**config.mk**
```make
export PLATFORM = sky130hd
export DESIGN_NAME = acc_alu
export DESIGN_NICKNAME = d
export VERILOG_FILES = /design/src/rtl/acc_alu_pkg.sv /design/src/rtl/acc_alu_nibble.sv /design/src/rtl/acc_alu_flags.sv /design/src/rtl/acc_alu_core.sv /design/src/rtl/acc_alu.sv
export SDC_FILE = /design/constraint.sdc
export NUM_CORES = 1
export LEC_CHECK = 0
export BUFFER_PORTS_ARGS = -buffer_cell sky130_fd_sc_hd__buf_2
export CAP_MARGIN = 20
export CORE_MARGIN = 5
export CORE_UTILIZATION = 31
export DETAILED_ROUTE_END_ITERATION = 16
export PLACE_DENSITY = 0.52
export RECOVER_POWER = 100
export SKIP_CTS_REPAIR_TIMING = 1
export SYNTH_ARGS = -nofsm -noshare
export SYNTH_HDL_FRONTEND = slang
export SYNTH_HIERARCHICAL = 1
export SYNTH_SLANG_ARGS = --single-unit
```
**constraint.sdc**
```tcl
create_clock -name clk -period 3.95 [get_ports clk]
set_input_delay 0.1975 -clock clk [delete_from_list [all_inputs] [get_ports clk]]
set_output_delay 0.1975 -clock clk [all_outputs]
set_load 0.01 [all_outputs]
```
**src/rtl/acc_alu_pkg.sv**
```systemverilog
package acc_alu_pkg;
    localparam int DW  = 8;
    localparam int NIB = DW / 4;
    localparam int OPW = 4;
    localparam int SWW = 2 * DW;

    typedef enum logic [OPW-1:0] {
        OP_ADD = 4'd0,
        OP_ADC = 4'd1,
        OP_SUB = 4'd2,
        OP_SBB = 4'd3,
        OP_AND = 4'd4,
        OP_XOR = 4'd5,
        OP_OR  = 4'd6,
        OP_CMP = 4'd7,
        OP_CMC = 4'd8,
        OP_STC = 4'd9,
        OP_LDW = 4'd10
    } op_e;

    typedef struct packed {
        logic s;
        logic z;
        logic ac;
        logic p;
        logic cy;
    } flags_t;

    function automatic logic [SWW-1:0] pack_word(input logic [DW-1:0] acc, input flags_t f);
        return {acc, f.s, f.z, 1'b0, f.ac, 1'b0, f.p, 1'b1, f.cy};
    endfunction
endpackage

```
**src/rtl/acc_alu_nibble.sv**
```systemverilog
module acc_alu_nibble (
    input  logic [3:0] x,
    input  logic [3:0] y,
    input  logic       ci,
    output logic [3:0] s,
    output logic       co
);
    logic [4:0] t;
    assign t  = {1'b0, x} + {1'b0, y} + {4'd0, ci};
    assign s  = t[3:0];
    assign co = t[4];
endmodule

```
**src/rtl/acc_alu_flags.sv**
```systemverilog
module acc_alu_flags
    import acc_alu_pkg::*;
(
    input  logic [DW-1:0] r,
    output logic          s,
    output logic          z,
    output logic          p
);
    assign s = r[DW-1];
    assign z = ~|r;
    assign p = ~^r;
endmodule

```
**src/rtl/acc_alu_core.sv**
```systemverilog
module acc_alu_core
    import acc_alu_pkg::*;
(
    input  op_e           op,
    input  logic [DW-1:0] a,
    input  logic [DW-1:0] b,
    input  logic          cin,
    output logic [DW-1:0] res,
    output logic          cy,
    output logic          ac
);
    logic          is_sub;
    logic [DW-1:0] b_eff;
    logic [DW-1:0] sum;
    logic [NIB:0]  ch;

    always_comb begin
        is_sub = (op == OP_SUB) || (op == OP_SBB) || (op == OP_CMP);
        b_eff  = is_sub ? ~b : b;
        case (op)
            OP_ADC:         ch[0] = cin;
            OP_SUB, OP_CMP: ch[0] = 1'b1;
            OP_SBB:         ch[0] = ~cin;
            default:        ch[0] = 1'b0;
        endcase
    end

    for (genvar i = 0; i < NIB; i++) begin : g_nib
        acc_alu_nibble u_nib (
            .x  (a[4*i +: 4]),
            .y  (b_eff[4*i +: 4]),
            .ci (ch[i]),
            .s  (sum[4*i +: 4]),
            .co (ch[i+1])
        );
    end

    always_comb begin
        case (op)
            OP_AND:  res = a & b;
            OP_XOR:  res = a ^ b;
            OP_OR:   res = a | b;
            default: res = sum;
        endcase
        cy = is_sub ? ~ch[NIB] : ch[NIB];
        ac = ch[1];
    end
endmodule

```
**src/rtl/acc_alu.sv**
```systemverilog
module acc_alu
    import acc_alu_pkg::*;
(
    input  logic           clk,
    input  logic           rst_n,
    input  logic           exec_stb,
    input  logic [3:0]     op_code,
    input  logic [7:0]     operand,
    input  logic [15:0]    word_in,
    output logic [15:0]    status_word
);
    op_e           opd;
    logic [DW-1:0] acc_q, acc_d;
    flags_t        fl_q, fl_d;
    logic [DW-1:0] res;
    logic          core_cy, core_ac;
    logic          r_s, r_z, r_p;

    assign opd = op_e'(op_code);

    acc_alu_core u_core (
        .op  (opd),
        .a   (acc_q),
        .b   (operand),
        .cin (fl_q.cy),
        .res (res),
        .cy  (core_cy),
        .ac  (core_ac)
    );

    acc_alu_flags u_flags (
        .r (res),
        .s (r_s),
        .z (r_z),
        .p (r_p)
    );

    always_comb begin
        acc_d = acc_q;
        fl_d  = fl_q;
        if (exec_stb) begin
            case (opd)
                OP_ADD, OP_ADC, OP_SUB, OP_SBB: begin
                    acc_d = res;
                    fl_d  = '{s: r_s, z: r_z, ac: core_ac, p: r_p, cy: core_cy};
                end
                OP_CMP: begin
                    fl_d  = '{s: r_s, z: r_z, ac: core_ac, p: r_p, cy: core_cy};
                end
                OP_AND, OP_XOR, OP_OR: begin
                    acc_d = res;
                    fl_d  = '{s: r_s, z: r_z, ac: 1'b0, p: r_p, cy: 1'b0};
                end
                OP_CMC: fl_d.cy = ~fl_q.cy;
                OP_STC: fl_d.cy = 1'b1;
                OP_LDW: begin
                    acc_d = word_in[15:8];
                    fl_d  = '{s: word_in[7], z: word_in[6], ac: word_in[4],
                              p: word_in[2], cy: word_in[0]};
                end
                default: ;
            endcase
        end
    end

    always_ff @(posedge clk) begin
        if (!rst_n) begin
            acc_q <= '0;
            fl_q  <= '0;
        end else begin
            acc_q <= acc_d;
            fl_q  <= fl_d;
        end
    end

    assign status_word = pack_word(acc_q, fl_q);
endmodule

```
==> results.json <==
{
  "rsz0062_at_grt": "true",
  "initial_core_util_pct": 31.6,
  "path_max_fanout": 3,
  "clockBufferDepth": 2,
  "yosysMostFrequentCell": "inv_1",
  "global_route.usage.total_pct": 13.1,
  "comb_power_share_pct": 62.1,
  "fin_crit_ns": 3.77,
  "ys_seq_elements": 13,
  "die-area_sq_um": 8100,
  "syn_to_final_growth_pct": 20.5,
  "critPathKind": "reg -> reg",
  "worstSetupStartpointType": "register",
  "yosysWarnings": 6,
  "core_area_sq_um": 6280,
  "nets": 342,
  "clock_latency_ns": 0.25,
  "vdd_drop_max_uv": 125,
  "clk_pin_slew_ns": 0.07,
  "crit_path_end_kind": "register",
  "rows": 29,
  "syn_area_sq_um": 1980,
  "fin_cells": 357,
  "p_sw_uw": 306,
  "hold_violations": 0,
  "fin_skew_ns": 0.00723,
  "ys_seq_area_share_pct": 13.1,
  "worstMarginPinSlew_ns": 0.694,
  "synth_largest_area_cell": "ha_1",
  "arrival_ns": 3.95,
  "min_period_over_period_pct": 95.5,
  "cts_buffers": 3,
  "syn_avg_cell_area_sq_um": 8.52,
  "async_flop_share_pct": 0,
  "min_path_cells": 3,
  "hp-start": "word_in[11]",
  "cts-root-buf": "clkbuf_8",
  "cts_tree": "done",
  "synthCells": 233,
  "r2r-end": "status_word[2]$_SDFFE_PN0P_",
  "hpwlAfterDp_um": 4110,
  "hold_path_class": "in -> reg",
  "antenna_found_initial": 0,
  "diodes": 0,
  "yosysTopAreaCellShare_pct": 16.4,
  "die_h_um": 90.0,
  "die_w_um": 90.0,
  "status": "finished, final reports clean",
  "min_to": "acc_q[3]$_SDFFE_PN0P_",
  "switching_share_pct": 40.0,
  "port_buffers": 40,
  "grt_max_degree": 21,
  "cp_data_required_time_ns": 4.13,
  "p_clk_share_pct": 16.4,
  "power_density_nw_per_um2": 320,
  "max_freq_mhz": 265,
  "power_frac_seq_pct": 21.5,
  "fin_area_sq_um": 2390,
  "dr.pass1.iters": 4,
  "drv_cap": 0,
  "drc_errors": 0,
  "slew_headroom_pct": 53.7,
  "cts_sinks": 13,
  "place.gp.congestion": 0.822,
  "leakagePower_uw": 0.00116,
  "grt_pass1_vias": 1775,
  "io_pins": 47,
  "via_per_inst": 4.90,
  "avgRoutedWirePerCell_um": 15.3,
  "synth_edf_count": 0,
  "r2r_start": "status_word[0]$_SDFFE_PN0P_",
  "drt_iter0_markers": 73,
  "synthTopCellsByCount": "inv_1 (33), ha_1 (26), a21oi_1 (17)",
  "ys.flop_type": "dfxtp_1",
  "rrSetupSlack_ns": 0.18,
  "ys_types": 46,
  "wl_um": 5470,
  "dp.cells": 351,
  "synthTopCellsByArea": "ha_1 (16%), dfxtp_1 (13%), mux2i_1 (7.6%)",
  "p_int_uw": 459,
  "grt_pass1_wl_um": 8780,
  "setup_viol": 0,
  "vias": 1750,
  "ant_nets": 0,
  "drive_gt1_share_pct": 30.0,
  "htreeDepth": 1,
  "reg2reg_depth": 20,
  "drv_slew": 0,
  "placed_area_sq_um": 2290,
  "grt-ovfl-total": 0
}
## metal layers
layer | GRT usage (%) | vias to the layer above | part of all wire, %
met4 | 4.96 | 0 | 1.3
met2 | 22.6 | 29 | 49
li1 | - | 895 | -
met5 | 0 | - | 0
met1 | 17.0 | 820 | 46
met3 | 0.668 | 6 | 2.9
## worst max-delay path: stages, from the launching register on
cell	delay, ns
dfxtp_2	0.33
a211o_1	0.15
a31oi_4	0.10
fa_2	0.42
inv_2	0.07
fa_2	0.21
nor2b_2	0.04
o21ai_1	0.12
nand2b_1	0.12
fa_2	0.41
a21o_1	0.17
a21oi_2	0.14
xnor2_1	0.14
o22ai_1	0.11
a221oi_2	0.27
inv_1	0.11
ha_4	0.29
xnor2_2	0.11
xnor2_1	0.15
mux2i_1	0.09
a21oi_1	0.13
## through the flow
step | hold WS (ns) | setup TNS (ns) | setup WS [ns] | total power (uW) | utilization (%)
after floorplan | 0.336 | 0 | 0.0167 | 481 | -
after global placement | 0.489 | -0.0922 | -0.0922 | 596 | 36.5
after detailed placement | 0.497 | -0.191 | -0.191 | 602 | 36.5
after CTS | 0.233 | 0 | 0.0533 | 733 | 37.2
after global routing | 0.253 | -0.0668 | -0.0668 | 831 | 38.1
final | 0.240 | 0 | 0.180 | 765 | 38.1
## registers in the layout (all words and copies together) (netlist names)
signal / count
acc_q: 8
status_word: 5
## power groups by stage
stage               combinational, uW  clock, uW  sequential [uW]
global route                      527        136              167
floorplan                         310          0              171
global placement                  429          0              167
detailed placement                435          0              167
finish                            475        126              164
CTS                               437        133              164
## final cells by class
| cell class | instances | area, sq um |
|---|---|---|
| fill | 661 | 3890 |
| multi-input combinational | 170 | 1530 |
| timing repair buffer | 58 | 328 |
| sequential | 13 | 262 |
| inverter | 35 | 131 |
| tap | 77 | 96.3 |
| clock buffer | 4 | 45.0 |
## logic make-up (layout without fill, tap and decap cells)
family                   count (synthesis)  after routing  share of synthesized area, %
multiplexers                            15             15                          7.57
other                                    2              3                         0.378
XOR/XNOR                                17             17                          11.3
adder cells (fa/ha/maj)                 30             30                          20.4
AND/OR/NAND/NOR                         38             38                          12.4
flip-flops                              13             13                          13.1
buffers and inverters                   51             97                          12.7
AO/OA/AOI/OAI                           67             67                          22.1
## placed cells by master, fill, tap and decap left out, drive strengths merged, types with 2 or more instances in the layout
cell type,count
xnor2,16
a21o,2
o22a,3
buf,52
a221oi,4
conb,3
o21ai,14
o22ai,4
nand3b,2
mux2i,15
ha,26
o31ai,8
a21oi,20
nor2,7
nand2,4
dfxtp,13
clkbuf,10
and3,5
o21a,3
o211ai,3
a211o,2
fa,4
inv,35
nor2b,3
nand3,2
nand2b,10
## how the worst max path moves through the flow
stage | slack [ns] | cells after the start | endpoint | from
finish | 0.18 | 20 | status_word[2]$_SDFFE_PN0P_ | status_word[0]$_SDFFE_PN0P_
global route | -0.07 | 20 | status_word[2]$_SDFFE_PN0P_ | status_word[0]$_SDFFE_PN0P_
CTS | 0.05 | 19 | status_word[2]$_SDFFE_PN0P_ | status_word[0]$_SDFFE_PN0P_
detailed placement | -0.19 | 22 | status_word[2]$_SDFFE_PN0P_ | op_code[1]
global placement | -0.09 | 22 | status_word[2]$_SDFFE_PN0P_ | op_code[1]
floorplan | 0.02 | 22 | status_word[2]$_SDFFE_PN0P_ | op_code[0]
(Power assumes the default switching activity.)
